<file path="config.mk">
export PLATFORM = sky130hd
export DESIGN_NAME = dma_casc_prio
export DESIGN_NICKNAME = d
export VERILOG_FILES = /design/src/rtl/dprio_pkg.sv /design/src/rtl/dprio_cfg.sv /design/src/rtl/dprio_pick.sv /design/src/rtl/dma_casc_prio.sv
export SDC_FILE = /design/constraint.sdc
export NUM_CORES = 1
export LEC_CHECK = 0
export CAP_MARGIN = 5
export CORE_UTILIZATION = 31
export DETAILED_ROUTE_END_ITERATION = 10
export PLACE_DENSITY = 0.52
export SYNTH_ARGS = -nofsm -noshare
export SYNTH_HDL_FRONTEND = slang
export SYNTH_SLANG_ARGS = --single-unit
</file>
<file path="constraint.sdc">
create_clock -name clk -period 4 [get_ports clk]
set_clock_uncertainty 0.1 [all_clocks]
set_input_delay 0.8 -clock clk [delete_from_list [all_inputs] [get_ports clk]]
set_output_delay 0.8 -clock clk [all_outputs]
set_load 0.02 [all_outputs]
</file>
<file path="src/rtl/dprio_pkg.sv">
// Package: shared sizing for the cascadable DMA prioritizer.
// Assumes one cascade slot placed after the local channels in code space.
package dprio_pkg;
    parameter int unsigned DP_NUM_CH = 4;
    localparam int unsigned DP_NUM_SLOT = DP_NUM_CH + 1;
    localparam int unsigned DP_CODE_W   = $clog2(DP_NUM_SLOT);
endpackage

</file>
<file path="src/rtl/dprio_cfg.sv">
// Module: holds the priority order and mask.
// A write is taken only if the slot codes form a permutation of all sources.
// Assumes cfg inputs are stable around the clock edge when wr_en is high.
module dprio_cfg #(
    parameter int unsigned NUM_CH = dprio_pkg::DP_NUM_CH
) (
    input  logic                         clk,
    input  logic                         rst_n,
    input  logic                         wr_en,
    input  logic [(NUM_CH+1)*$clog2(NUM_CH+1)-1:0] wr_order,
    input  logic [NUM_CH:0]              wr_mask,
    output logic [(NUM_CH+1)*$clog2(NUM_CH+1)-1:0] order_q,
    output logic [NUM_CH:0]              mask_q
);
    localparam int unsigned NS = NUM_CH + 1;
    localparam int unsigned CW = $clog2(NS);

    logic [NS*CW-1:0] rst_order;
    logic [NS-1:0]    seen;
    logic             wr_valid;

    // Default order: slot s holds code s (channels first, cascade last).
    for (genvar g = 0; g < NS; g++) begin : g_rst_order
        assign rst_order[g*CW +: CW] = CW'(g);
    end

    // Mark each source code that appears in some slot of the incoming order.
    always_comb begin
        seen = '0;
        for (int s = 0; s < NS; s++) begin
            for (int c = 0; c < NS; c++) begin
                if (wr_order[s*CW +: CW] == CW'(c)) seen[c] = 1'b1;
            end
        end
    end

    assign wr_valid = &seen;

    // Configuration registers: reset to default order and all masked.
    always_ff @(posedge clk) begin
        if (!rst_n) begin
            order_q <= rst_order;
            mask_q  <= '1;
        end else if (wr_en && wr_valid) begin
            order_q <= wr_order;
            mask_q  <= wr_mask;
        end
    end

    AST_BAD_WRITE_KEPT: assert property (@(posedge clk) disable iff (!rst_n)
        (wr_en && !wr_valid) |=> ($stable(order_q) && $stable(mask_q)));
    AST_GOOD_WRITE_TAKEN: assert property (@(posedge clk) disable iff (!rst_n)
        (wr_en && wr_valid) |=> (order_q == $past(wr_order)));
endmodule

</file>
<file path="src/rtl/dprio_pick.sv">
// Module: combinational priority pick over a programmable slot order.
// Assumes order is a permutation; returns the first pending code by slot.
module dprio_pick #(
    parameter int unsigned NUM_CH = dprio_pkg::DP_NUM_CH
) (
    input  logic [NUM_CH:0]              pend,
    input  logic [(NUM_CH+1)*$clog2(NUM_CH+1)-1:0] order,
    output logic [NUM_CH:0]              pick,
    output logic                         any
);
    localparam int unsigned NS = NUM_CH + 1;
    localparam int unsigned CW = $clog2(NS);

    logic found;

    // Walk slots from highest to lowest priority; first pending code wins.
    always_comb begin
        pick  = '0;
        found = 1'b0;
        for (int s = 0; s < NS; s++) begin
            for (int c = 0; c < NS; c++) begin
                if (!found && order[s*CW +: CW] == CW'(c) && pend[c]) begin
                    pick[c] = 1'b1;
                    found   = 1'b1;
                end
            end
        end
    end

    assign any = |pend;
endmodule

</file>
<file path="src/rtl/dma_casc_prio.sv">
// Module: top of the cascadable DMA prioritizer.
// Gates requests by mask and enable, raises the bus request, latches the
// winner under grant and holds it until xfer_done, and forwards the grant
// down the chain when the cascade slot wins.
// Assumes xfer_done is asserted only while a winner is held.
module dma_casc_prio #(
    parameter int unsigned NUM_CH = dprio_pkg::DP_NUM_CH,
    localparam int unsigned NS = NUM_CH + 1,
    localparam int unsigned CW = $clog2(NS)
) (
    input  logic            clk,
    input  logic            rst_n,
    input  logic [NUM_CH-1:0] req_ch,
    input  logic            req_casc,
    input  logic            arb_en,
    input  logic            cfg_we,
    input  logic [NS*CW-1:0] cfg_order,
    input  logic [NS-1:0]   cfg_mask,
    input  logic            bus_grant_n,
    input  logic            chain_en_in_n,
    input  logic            xfer_done,
    output logic            req_out_n,
    output logic [NS-1:0]   win_onehot,
    output logic            chain_en_out_n
);
    localparam int unsigned CASC = NUM_CH;

    logic [NS*CW-1:0] order_q;
    logic [NS-1:0]    mask_q;
    logic [NS-1:0]    live;
    logic [NS-1:0]    pick;
    logic             any_live;
    logic             granted;
    logic             busy_q;
    logic [NS-1:0]    win_q;

    dprio_cfg #(.NUM_CH(NUM_CH)) u_cfg (
        .clk      (clk),
        .rst_n    (rst_n),
        .wr_en    (cfg_we),
        .wr_order (cfg_order),
        .wr_mask  (cfg_mask),
        .order_q  (order_q),
        .mask_q   (mask_q)
    );

    // Unmasked requests, all suppressed while arbitration is disabled.
    assign live = {req_casc, req_ch} & ~mask_q & {NS{arb_en}};

    dprio_pick #(.NUM_CH(NUM_CH)) u_pick (
        .pend  (live),
        .order (order_q),
        .pick  (pick),
        .any   (any_live)
    );

    assign granted = !bus_grant_n && !chain_en_in_n;

    // Winner register: latch on grant when idle, release on xfer_done.
    always_ff @(posedge clk) begin
        if (!rst_n) begin
            busy_q <= 1'b0;
            win_q  <= '0;
        end else if (busy_q) begin
            if (xfer_done) begin
                busy_q <= 1'b0;
                win_q  <= '0;
            end
        end else if (granted && any_live) begin
            busy_q <= 1'b1;
            win_q  <= pick;
        end
    end

    assign req_out_n      = !any_live;
    assign win_onehot     = win_q;
    assign chain_en_out_n = !(busy_q && win_q[CASC] && granted);

    AST_WIN_ONEHOT: assert property (@(posedge clk) disable iff (!rst_n)
        $onehot0(win_onehot));
    AST_HOLD_WIN: assert property (@(posedge clk) disable iff (!rst_n)
        (busy_q && !xfer_done) |=> $stable(win_onehot));
    AST_NO_GRANT_NO_START: assert property (@(posedge clk) disable iff (!rst_n)
        (!busy_q && (bus_grant_n || chain_en_in_n)) |=> (win_onehot == '0));
    AST_DISABLED_NO_START: assert property (@(posedge clk) disable iff (!rst_n)
        (!busy_q && !arb_en) |=> (win_onehot == '0));
    AST_WIN_WAS_LIVE: assert property (@(posedge clk) disable iff (!rst_n)
        $rose(busy_q) |-> ((win_onehot & $past(live)) != '0));
    AST_CHAIN_ONLY_CASC: assert property (@(posedge clk) disable iff (!rst_n)
        !chain_en_out_n |-> (win_onehot[CASC] && !chain_en_in_n));
endmodule

</file>
==> impl_metrics.yaml <==
final_layout:
  antenna_cells: 0
  syn_to_final_growth_pct: 27.1
  fin_nets: 314
  final_cell_mix: "nand3_1 (38), clkdlybuf4s50_1 (38), dfxtp_1 (26), o21ai_0 (23), nor2_1 (20)"
  finalNonFillerCells: 353
  final_cell_area_um2: 2380
  layout-drive-gt1-share: 0.0605
yosys:
  synth_flop_cell: "dfxtp_1"
  synthAdderAreaFrac: 0
  synth_top_family_by_area: "simple AND/OR/NAND/NOR gates"
  synth_top_area_share: 0.278
  synthTopCellsByArea: "dfxtp_1 (28%), nand3_1 (10%), o21ai_0 (6.1%), a21oi_1 (4.5%), nor2_1 (4.0%)"
  yosysWarnings: 0
  ys_async_sr_fraction: 0
  syn_area_per_cell_um2: 7.56
  synth-seq-area-share: 0.278
  synth_simple_gate_area_frac: 0.441
  synth_cell_types: 47
  ys_ff_latch: 26
  synth_fp_nets: 280
  syn_inst: 248
  synth-compound-area-share: 0.239
  synth_mux_area_frac: 0
  synth_top_area_cell: "dfxtp_1"
  synthesis.area_um2: 1880
  synth_edf_count: 0
  synth-xor-area-share: 0
timing:
  slew_viol_final: 0
  tns_ns: 0
  finalSetupViolCount: 0
  rsz0062_at_grt: "no"
  final-hold-violation-count: 0
  slew_headroom: 0.552
  layout_min_cycle_time_ns: 3.28
  finalCritPeriodShare: 0.820
  worst_slew_pin_slew_ns: 0.670
  clock.fmax_mhz: 305
placement:
  dp.cells: 349
  port_buffers: 38
  dpl_cell_area_um2: 2310
  hpwl_mm: 4.25
  gp_congestion: 0.871
global_routing:
  grt_pass1_wl_mm: 8.99
  antenna_found_initial: 0
  groute.usage.overall: 0.178
  grt_max_degree: 21
  use_met1: 0.240
  overflow: 0
  grt_util_met2: 0.302
  busiest_layer: "met2"
  grt_pass1_vias: 1860
  use_met3: 0.0217
clock_tree:
  clk_pin_slew_ns: 0.10
  cts_tree: "yes"
  cts_root_buf: "clkbuf_8"
  ctsResizeCount: 0
  worstSkewPairLatency_ns: 0.28
  cts-buffers-inserted: 3
  cts_max_path_buffers: 2
  hold_buffers: 0
  cts.sinks: 26
  post_cts.repair.setup_buffers: 0
  h-tree-depth: 1
power_and_ir_drop:
  seq_power_share: 0.449
  p_sw_uw: 148
  sw_frac_of_total: 0.251
  intPower_uw: 442
  p_comb_frac: 0.171
  p_clk_frac: 0.380
  powerDensity_nw_per_um2: 248
  leakage_nw: 0.761
  vdd_ir_drop_max_v: 0.000176
setup_path:
  crit_type: "in -> out"
  r2r-end: "win_onehot[3]"
  end_kind: "output port"
  crit_chain: "clkdlybuf4s50_1 > nand2b_1 > nand3_1 > o21ai_0 > clkdlybuf4s50_1"
  critPathRequiredTime_ns: 3.10
  crit_top_cell: "clkdlybuf4s50_1"
  crit_slowest_cell: "clkdlybuf4s50_1"
  reg2reg_depth: 6
  reg2reg_slack_ns: 2.03
  max_stage_delay_ns: 0.62
  cp-start-kind: "input port"
  cp_max_fo: 4
  r2r_start: "u_cfg.mask_q[3]"
  arrival_ns: 2.38
die:
  die_height_um: 79.8
  ios: 39
  rows: 27
  fp.coreArea_um2: 5680
  die_w_um: 79.8
  die_area_um2: 6360
  initial_utilization: 0.330
drt:
  via_per_inst: 5.75
  routed_wl_mm: 5.45
  wl_per_cell_um: 15.4
  drc: 0
  drtIter0Drc: 115
  antenna_left: 0
  num_vias: 2029
  dr.pass1.iters: 4
hold_path:
  hold_path_end: "u_cfg.mask_q[2]"
  min_path_type: "reg -> reg"
  holdPathStages: 2
  hold_path.startpoint: "u_cfg.mask_q[2]"
run:
  maxCapViolations: 0
run_status:
  outcome: "complete, no violations"
## power by group through the flow
stage                     sequential (mW)  combinational (mW)  clock (mW)
final                               0.266               0.101       0.224
after global routing                0.266               0.111       0.240
after CTS                           0.266               0.101       0.230
after detailed placement            0.272               0.100           0
after global placement              0.271               0.101           0
after floorplan                     0.270              0.0460           0
## how the worst max path moves through the flow
| stage | start | endpoint |
|---|---|---|
| 6_report | req_ch[2] | req_out_n |
| 5_1_grt | req_ch[2] | req_out_n |
| 4_1_cts | req_ch[2] | req_out_n |
| 3_5_place_dp | req_ch[2] | req_out_n |
| 3_3_place_gp | req_ch[2] | req_out_n |
| 2_1_floorplan | arb_en | req_out_n |
## cell type report
type | instances | area (um2)
Inverter | 4 | 15.0
Multi-Input combinational cell | 205 | 1280
Clock buffer | 3 | 41.3
Timing Repair Buffer | 42 | 410
Sequential cell | 26 | 520
Tap cell | 72 | 90.1
Fill cell | 606 | 3290
Clock inverter | 1 | 30.0
## logic make-up (layout without fill, tap and decap cells)
family,Yosys count,after routing
and+or+nand+nor,133,133
AOI/OAI and AO/OA,72,72
DFF,26,26
buffers and inverters,17,50
## cell usage after synthesis, drive strengths merged, types with 4 or more instances
| cell | count |
|---|---|
| and3b | 4 |
| o21ai | 23 |
| clkbuf | 11 |
| nor2 | 20 |
| nor3 | 10 |
| nand4 | 4 |
| inv | 4 |
| nand3 | 38 |
| nand3b | 11 |
| nor3b | 7 |
| dfxtp | 26 |
| nand2b | 4 |
| nor4b | 6 |
| a211oi | 5 |
| a21oi | 17 |
| nor4 | 4 |
| a22oi | 4 |
| nand2 | 13 |
## critical path: cells and delay by family
family | cells | cell delay [ns]
compound gates | 1 | 0.19
buf+inv | 2 | 1.07
simple gates | 2 | 0.31
## metal layers
metal	wire, um	vias to the layer above
li1	-	1026
met1	2680	944
met2	2550	53
met3	165	6
met4	51	0
met5	0	-
## per-stage QoR
stage / worst slack (ns) / hold slack [ns] / power (mW) / utilization
2_1_floorplan: 1.44 / 0.367 / 0.317 / -
3_3_place_gp: 0.732 / 0.395 / 0.372 / 0.407
3_5_place_dp: 0.716 / 0.407 / 0.372 / 0.407
4_1_cts: 0.717 / 0.422 / 0.596 / 0.420
5_1_grt: 0.620 / 0.444 / 0.618 / 0.420
6_report: 0.720 / 0.417 / 0.591 / 0.420
## sequential cells by signal, summed over array words and instances, names as in the netlist
register / cells
u_cfg.mask_q: 5
win_onehot: 5
busy_q: 1
u_cfg.order_q: 15
Power figures use the tool's default switching activity.
